==> src/rtl/flash_stat_pkg.sv <==
package flash_stat_pkg;

   localparam int SR_WIDTH   = 8;
   localparam int N_STICKY   = 4;
   localparam int BIT_READY  = 7;
   localparam int BIT_ESUSP  = 6;
   localparam int BIT_EERR   = 5;
   localparam int BIT_PERR   = 4;
   localparam int BIT_SUPPLY = 3;
   localparam int BIT_PSUSP  = 2;
   localparam int BIT_PROT   = 1;

   typedef enum logic [1:0] {
      OP_PROG     = 2'd0,
      OP_ERASE    = 2'd1,
      OP_LOCK_SET = 2'd2,
      OP_LOCK_CLR = 2'd3
   } op_kind_e;

   typedef struct packed {
      logic on_prog;
      logic on_erase;
   } pin_cfg_t;

   // maps sticky strobe index to its status bit position
   function automatic int sticky_pos(input int idx);
      case (idx)
         0:       return BIT_PROT;
         1:       return BIT_SUPPLY;
         2:       return BIT_PERR;
         default: return BIT_EERR;
      endcase
   endfunction

endpackage

==> src/rtl/flash_sr_regs.sv <==
module flash_sr_regs
   import flash_stat_pkg::*;
#(
   parameter int SR_W  = SR_WIDTH,
   parameter int NSTK  = N_STICKY
) (
   input  logic            clk,
   input  logic            rst_n,
   input  logic            busy_i,
   input  logic            esusp_i,
   input  logic            psusp_i,
   input  logic [NSTK-1:0] err_set_i,
   input  logic            clr_i,
   input  logic            cfg_err_i,
   output logic [SR_W-1:0] sr_o
);

   localparam int N_LIVE = 3;

   generate
      if (SR_W != SR_WIDTH) begin : g_bad_width
         $error("flash_sr_regs: SR_W must equal the package status width");
      end
      if (NSTK != N_STICKY) begin : g_bad_sticky
         $error("flash_sr_regs: NSTK must equal the package sticky count");
      end
   endgenerate

   logic [N_LIVE-1:0] live_q;
   logic [NSTK-1:0]   sticky_q;

   always_ff @(posedge clk or negedge rst_n) begin
      if (!rst_n) live_q <= '0;
      else        live_q <= {~busy_i, esusp_i, psusp_i};
   end

   generate
      for (genvar i = 0; i < NSTK; i++) begin : g_sticky
         localparam int  POS     = sticky_pos(i);
         localparam bit  CFG_HIT = (POS == BIT_PERR) || (POS == BIT_EERR);
         logic set_now;
         assign set_now = err_set_i[i] | (CFG_HIT & cfg_err_i);
         always_ff @(posedge clk or negedge rst_n) begin
            if (!rst_n) sticky_q[i] <= 1'b0;
            else        sticky_q[i] <= set_now | (sticky_q[i] & ~clr_i);
         end
      end
   endgenerate

   always_comb begin
      sr_o            = '0;
      sr_o[BIT_READY] = live_q[2];
      sr_o[BIT_ESUSP] = live_q[1];
      sr_o[BIT_PSUSP] = live_q[0];
      for (int i = 0; i < NSTK; i++) begin
         sr_o[sticky_pos(i)] = sticky_q[i];
      end
   end

endmodule

==> src/rtl/flash_cfg_reg.sv <==
module flash_cfg_reg
   import flash_stat_pkg::*;
#(
   parameter int CODE_W   = 8,
   parameter int CFG_BITS = 2
) (
   input  logic              clk,
   input  logic              rst_n,
   input  logic              cmd_i,
   input  logic [CODE_W-1:0] code_i,
   input  logic              idle_i,
   output pin_cfg_t          cfg_o,
   output logic              load_o,
   output logic              err_o
);

   generate
      if (CFG_BITS != $bits(pin_cfg_t)) begin : g_bad_cfg
         $error("flash_cfg_reg: CFG_BITS must match pin_cfg_t");
      end
      if (CODE_W <= CFG_BITS) begin : g_bad_code
         $error("flash_cfg_reg: CODE_W must exceed CFG_BITS");
      end
   endgenerate

   logic accept;
   logic valid;
   pin_cfg_t cfg_q;

   assign accept = cmd_i & idle_i;
   assign valid  = (code_i[CODE_W-1:CFG_BITS] == '0);
   assign load_o = accept & valid;
   assign err_o  = accept & ~valid;

   always_ff @(posedge clk or negedge rst_n) begin
      if (!rst_n)      cfg_q <= '0;
      else if (load_o) cfg_q <= pin_cfg_t'(code_i[CFG_BITS-1:0]);
   end

   assign cfg_o = cfg_q;

endmodule

==> src/rtl/flash_sts_pulse.sv <==
module flash_sts_pulse #(
   parameter int PULSE_LEN = 4
) (
   input  logic clk,
   input  logic rst_n,
   input  logic fire_i,
   input  logic cancel_i,
   output logic active_o
);

   localparam int CNT_W = (PULSE_LEN > 1) ? $clog2(PULSE_LEN + 1) : 1;

   generate
      if (PULSE_LEN < 1) begin : g_bad_len
         $error("flash_sts_pulse: PULSE_LEN must be at least 1");
      end

      if (PULSE_LEN == 1) begin : g_single
         logic act_q;
         always_ff @(posedge clk or negedge rst_n) begin
            if (!rst_n)        act_q <= 1'b0;
            else if (cancel_i) act_q <= 1'b0;
            else               act_q <= fire_i;
         end
         assign active_o = act_q;
      end else begin : g_count
         logic [CNT_W-1:0] cnt_q;
         always_ff @(posedge clk or negedge rst_n) begin
            if (!rst_n)             cnt_q <= '0;
            else if (cancel_i)      cnt_q <= '0;
            else if (fire_i)        cnt_q <= CNT_W'(PULSE_LEN);
            else if (cnt_q != '0)   cnt_q <= cnt_q - CNT_W'(1);
         end
         assign active_o = (cnt_q != '0);
      end
   endgenerate

endmodule

==> src/rtl/flash_stat_ctrl.sv <==
module flash_stat_ctrl
   import flash_stat_pkg::*;
#(
   parameter int PULSE_LEN = 4,
   parameter int CODE_W    = 8
) (
   input  logic                clk,
   input  logic                rst_n,
   input  logic                wsm_busy,
   input  logic                erase_susp,
   input  logic                prog_susp,
   input  logic [N_STICKY-1:0] err_set,
   input  logic                clr_status,
   input  logic                cfg_cmd,
   input  logic [CODE_W-1:0]   cfg_code,
   input  logic                op_done,
   input  logic [1:0]          op_kind,
   output logic [SR_WIDTH-1:0] status,
   output logic                sts_pin
);

   localparam int CFG_BITS = $bits(pin_cfg_t);

   logic     dev_idle;
   logic     cfg_load;
   logic     cfg_err;
   pin_cfg_t pin_cfg;
   logic     fire;
   logic     pulse_act;
   op_kind_e kind;

   assign dev_idle = status[BIT_READY] & ~status[BIT_ESUSP] & ~status[BIT_PSUSP];

   flash_sr_regs #(
      .SR_W (SR_WIDTH),
      .NSTK (N_STICKY)
   ) u_sr (
      .clk       (clk),
      .rst_n     (rst_n),
      .busy_i    (wsm_busy),
      .esusp_i   (erase_susp),
      .psusp_i   (prog_susp),
      .err_set_i (err_set),
      .clr_i     (clr_status),
      .cfg_err_i (cfg_err),
      .sr_o      (status)
   );

   flash_cfg_reg #(
      .CODE_W   (CODE_W),
      .CFG_BITS (CFG_BITS)
   ) u_cfg (
      .clk    (clk),
      .rst_n  (rst_n),
      .cmd_i  (cfg_cmd),
      .code_i (cfg_code),
      .idle_i (dev_idle),
      .cfg_o  (pin_cfg),
      .load_o (cfg_load),
      .err_o  (cfg_err)
   );

   assign kind = op_kind_e'(op_kind);

   always_comb begin
      fire = 1'b0;
      if (op_done) begin
         unique case (kind)
            OP_PROG:     fire = pin_cfg.on_prog;
            OP_ERASE:    fire = pin_cfg.on_erase;
            OP_LOCK_SET,
            OP_LOCK_CLR: fire = 1'b0;
            default:     fire = 1'b0;
         endcase
      end
   end

   flash_sts_pulse #(
      .PULSE_LEN (PULSE_LEN)
   ) u_pulse (
      .clk      (clk),
      .rst_n    (rst_n),
      .fire_i   (fire),
      .cancel_i (cfg_load),
      .active_o (pulse_act)
   );

   assign sts_pin = (pin_cfg == '0) ? status[BIT_READY] : ~pulse_act;

endmodule

==> config.mk <==
export PLATFORM = sky130hd
export DESIGN_NAME = flash_stat_ctrl
export DESIGN_NICKNAME = d
export VERILOG_FILES = /design/src/rtl/flash_stat_pkg.sv /design/src/rtl/flash_sr_regs.sv /design/src/rtl/flash_cfg_reg.sv /design/src/rtl/flash_sts_pulse.sv /design/src/rtl/flash_stat_ctrl.sv
export SDC_FILE = /design/constraint.sdc
export NUM_CORES = 1
export LEC_CHECK = 0
export ABC_AREA = 1
export CORE_UTILIZATION = 25
export CTS_BUF_LIST = sky130_fd_sc_hd__clkbuf_8
export DETAILED_ROUTE_END_ITERATION = 6
export PLACE_DENSITY_LB_ADDON = 0.1
export SETUP_SLACK_MARGIN = 0.3
export SYNTH_ARGS = -nofsm -noshare
export SYNTH_HDL_FRONTEND = slang
export SYNTH_SLANG_ARGS = --single-unit
==> constraint.sdc <==
create_clock -name clk -period 2.75 [get_ports clk]
set_input_delay 0.275 -clock clk [delete_from_list [all_inputs] [get_ports clk]]
set_output_delay 0.275 -clock clk [all_outputs]
set_load 0.005 [all_outputs]
==> impl.org <==
** Drt
- Avg Vias per Cell :: 3.98
- Number of DRC markers in iteration 0 :: 4
- After detailed routing, the total wire length is 1170 um.
- In the final routed layout, each cell accounts on average for 9.03 um.
- Across all layers, the routed design uses 518 vias.
- Number of iterations in the first detailed-routing pass :: 2
- Remaining antenna violation count :: 0
- In the routed design, unresolved DRC markers number 0.

** Worst setup path
- The endpoint identified for the worst register-to-register timing path is u_pulse.g_count.cnt_q[1]$_DFFE_PN0P_.
- Crit Reg-Reg Startpoint :: u_pulse.g_count.cnt_q[0]$_DFFE_PN0P_
- In this run the register-to-register setup slack is 1.60 ns.
- Data on the critical path is required at its endpoint by 2.48 ns.
- Critical Path Start Type :: flip-flop
- The largest single stage delay on the critical path is 0.50 ns.
- Cells along the critical path :: inv_1 -> ha_1 -> nand2_4 -> a21oi_1 -> clkdlybuf4s50_1
- The largest individual stage delay along the critical path comes from the cell clkdlybuf4s50_1.
- The critical path is of the flip-flop to output port type.
- On the critical path the largest part of the delay comes from buffers and inverters.
- Endpoint arrival time on the critical path :: 1.60 ns
- Of all nets on the critical path, the largest fanout is 5.
- Together, buffers and inverters on the worst path number 2.
- Cells on worst reg2reg path :: 6
- The worst setup path is captured at an output port.

** Global route
- Congestion Overflow GR :: 0
- The number of antenna violations at the first check in global routing is 0.
- Largest net degree at the start of global routing :: 13
- The number of global-route vias before repair came to 514.
- Tot GR Track Use :: 10.7%
- The first global-routing pass estimated 2060 um of wire.

** STA
- Setup total negative slack on the finished layout was measured at 0 ns.
- At the pin with the least slew margin, the transition time is 0.526 ns.
- Unrepaired setup endpoints after global routing :: false
- Between clock sinks in the finished design, the worst skew comes to 0.00116 ns.
- After layout, the worst path uses 68.2% of the clock period.
- Number of hold violations in the final report :: 0
- The worst path in the final design needs a cycle of 1.87 ns, including I/O delays and setup.
- Worst max-slew margin expressed relative to the limit :: 64.8%
- Setup violations remaining at the end of the flow were counted as 0.
- Final worst-path setup slack :: 0.876 ns
- The number of max-slew violations in the final report is 0.
- Upper clock frequency limit :: 534 MHz

** Synth
- Count of mapped cells out of synthesis :: 70
- Number of enable flip-flop cells after synthesis :: 0
- The most used flip-flop cell after synthesis is dfrtp_1.
- The number of nets handed over by synthesis was 94.
- Post-synthesis average cell area :: 8.76 sq um
- Yosys instantiated no cell more often than nand2_1.
- Yosys warning count :: 0
- Counting flops with an async set or reset pin after synthesis yields a share of 100%.
- Cell variety after synth :: 21
- Ranked by total cell area, the synthesized netlist is headed by dfrtp_1 (49%), nand2_1 (9.2%), inv_1 (6.7%), nor2_2 (5.1%), ha_1 (4.1%).
- Ranked by instance count, the synthesized netlist is headed by nand2_1 (15), dfrtp_1 (12), inv_1 (11).
- Cell type contributing the most total cell area after synthesis :: dfrtp_1
- Post-synthesis register bit count :: 12
- Netlist area before placement :: 613 sq um
- Area fraction of the dominant cell type after synthesis :: 49.0%
- Register area share after synthesis :: 49.0%

** Clock network
- Number of buffers inserted by hold repair at cts :: 0
- In this run the post-CTS setup repair buffer count came out at 0.
- The number of clock buffers added by TritonCTS is 3.
- The clock reaches the later pin of the worst-skew pair after 0.23 ns.
- Max Buffers Root-to-Sink :: 2
- Clock tree root buffer cell :: clkbuf_8
- Clock slew seen by the registers of the worst setup and hold paths :: 0.05 ns
- TritonCTS built the clock tree.
- Number of gates given a new drive strength after cts :: 0
- H-tree lvl count :: 1
- CTS sink cnt :: 12

** Power
- Sequential cells account for 36.0% of the total power.
- For this design the ratio of total power to cell area is 628 nW/um^2.
- Leakage power summed over all cells :: 0.483 nW
- The clock network accounts for 30.3% of the total power.
- Combinational cells account for 33.7% of the total power.
- Int Pwr :: 0.000439 W
- Peak VDD IR :: 0.301 mV
- Net switching is 29.1% of the power.
- Summed over all nets, the switching power comes to 0.000180 W.

** Place
- Routability-driven placement finished with a final weighted congestion of 0.642.
- Buffers added on ports :: 29
- Worst Setup Slack post-DPL :: 1.12 ns
- The HPWL after detailed placement is 995 um.

** Floorplanning
- For this configuration, the core starts out at a cell density of 27.2%.
- Placeable Area :: 2250 sq um
- From bottom edge to top edge, the die measures 51.5 um.
- In this run the horizontal extent of the chip is 51.5 um.
- Number of placement rows :: 17
- In this run the count of I/O pins placed on the die edge is 31.
- Die footprint :: 2650 sq um

** Cells and area
- The net count of the finished layout is 127.
- P&R area growth vs syn :: 60.8%
- Cells with a size suffix above 1 make up 15.7% of the layout.
- The repair_antennas step left the layout with diodes totalling 0.

** Status
- Status :: complete, no violations

** Worst hold path
- The path class of the tightest hold or removal check is input port to async pin.

** Job
- Number of max-cap violations :: 0
-- cells by family after synthesis --
logic type	Yosys count	share of synthesized area [%]
other	1	0.612
AO/OA/AOI/OAI	7	7.14
AND/OR/NAND/NOR	33	28.6
flip-flops	12	49.0
buffers and inverters	14	9.18
adder cells (fa/ha/maj)	2	4.08
XOR/XNOR	1	1.43
-- placed cells by master, fill, tap and decap left out, drive strengths merged --
master and count:
xor2 1, dfrtp 12, nand2 18, nand3 3, nor2 9, a21oi 3
conb 1, ha 2, inv 12, clkinv 1, a21o 2, clkbuf 4
or2 3, o21ai 2, clkdlybuf4s50 29
-- per-layer routing --
layer	routed length (um)	GRT usage, %	vias to the layer above
met4	8	5.41	0
met1	507	12.1	227
met5	0	0	-
met3	71	3.22	2
met2	586	18.2	19
li1	-	-	270
-- state kept, by name (all words and copies together), names as in the netlist --
| signal | flops |
|---|---|
| u_sr.live_q | 3 |
| u_cfg.cfg_o | 2 |
| u_pulse.g_count.cnt_q | 3 |
| u_sr.sr_o | 4 |
-- power by group through the flow --
| stage | logic [W] | clock network, W | registers [W] |
|---|---|---|---|
| after global placement | 0.000203 | 0 | 0.000226 |
| after detailed placement | 0.000210 | 0 | 0.000226 |
| after floorplan | 0.000138 | 0 | 0.000224 |
| after CTS | 0.000212 | 0.000195 | 0.000223 |
| final | 0.000209 | 0.000188 | 0.000223 |
| after global routing | 0.000245 | 0.000206 | 0.000228 |
-- layout make-up --
| class | count | area (sq um) |
|---|---|---|
| flip-flops and latches | 12 | 300 |
| clock buffers | 4 | 55.1 |
| repair buffers | 29 | 290 |
| well taps | 28 | 35.0 |
| multi-input cells | 44 | 256 |
| inverters | 13 | 48.8 |
| fillers | 248 | 1270 |
-- worst max-delay path by stage --
stage	startpoint	endpoint	depth (start not counted)
6_report	u_pulse.g_count.cnt_q[0]$_DFFE_PN0P_	sts_pin	5
3_3_place_gp	u_pulse.g_count.cnt_q[0]$_DFFE_PN0P_	sts_pin	5
5_1_grt	u_pulse.g_count.cnt_q[0]$_DFFE_PN0P_	sts_pin	5
2_1_floorplan	u_pulse.g_count.cnt_q[0]$_DFFE_PN0P_	sts_pin	4
4_1_cts	u_pulse.g_count.cnt_q[0]$_DFFE_PN0P_	sts_pin	5
3_5_place_dp	u_pulse.g_count.cnt_q[0]$_DFFE_PN0P_	sts_pin	5
-- through the flow --
stage                     instance area (sq um)  utilization [%]  total power, W  instances  hold WS [ns]
after floorplan                             613                -        0.000362         70       -0.0206
after global placement                      931             41.3        0.000429        126         0.463
after detailed placement                    931             41.3        0.000436        126         0.473
after CTS                                   986             43.7        0.000630        130         0.414
after global routing                        986             43.7        0.000679        130         0.430
final                                       986             43.7        0.000619        130         0.388
Power figures use the tool's default switching activity.
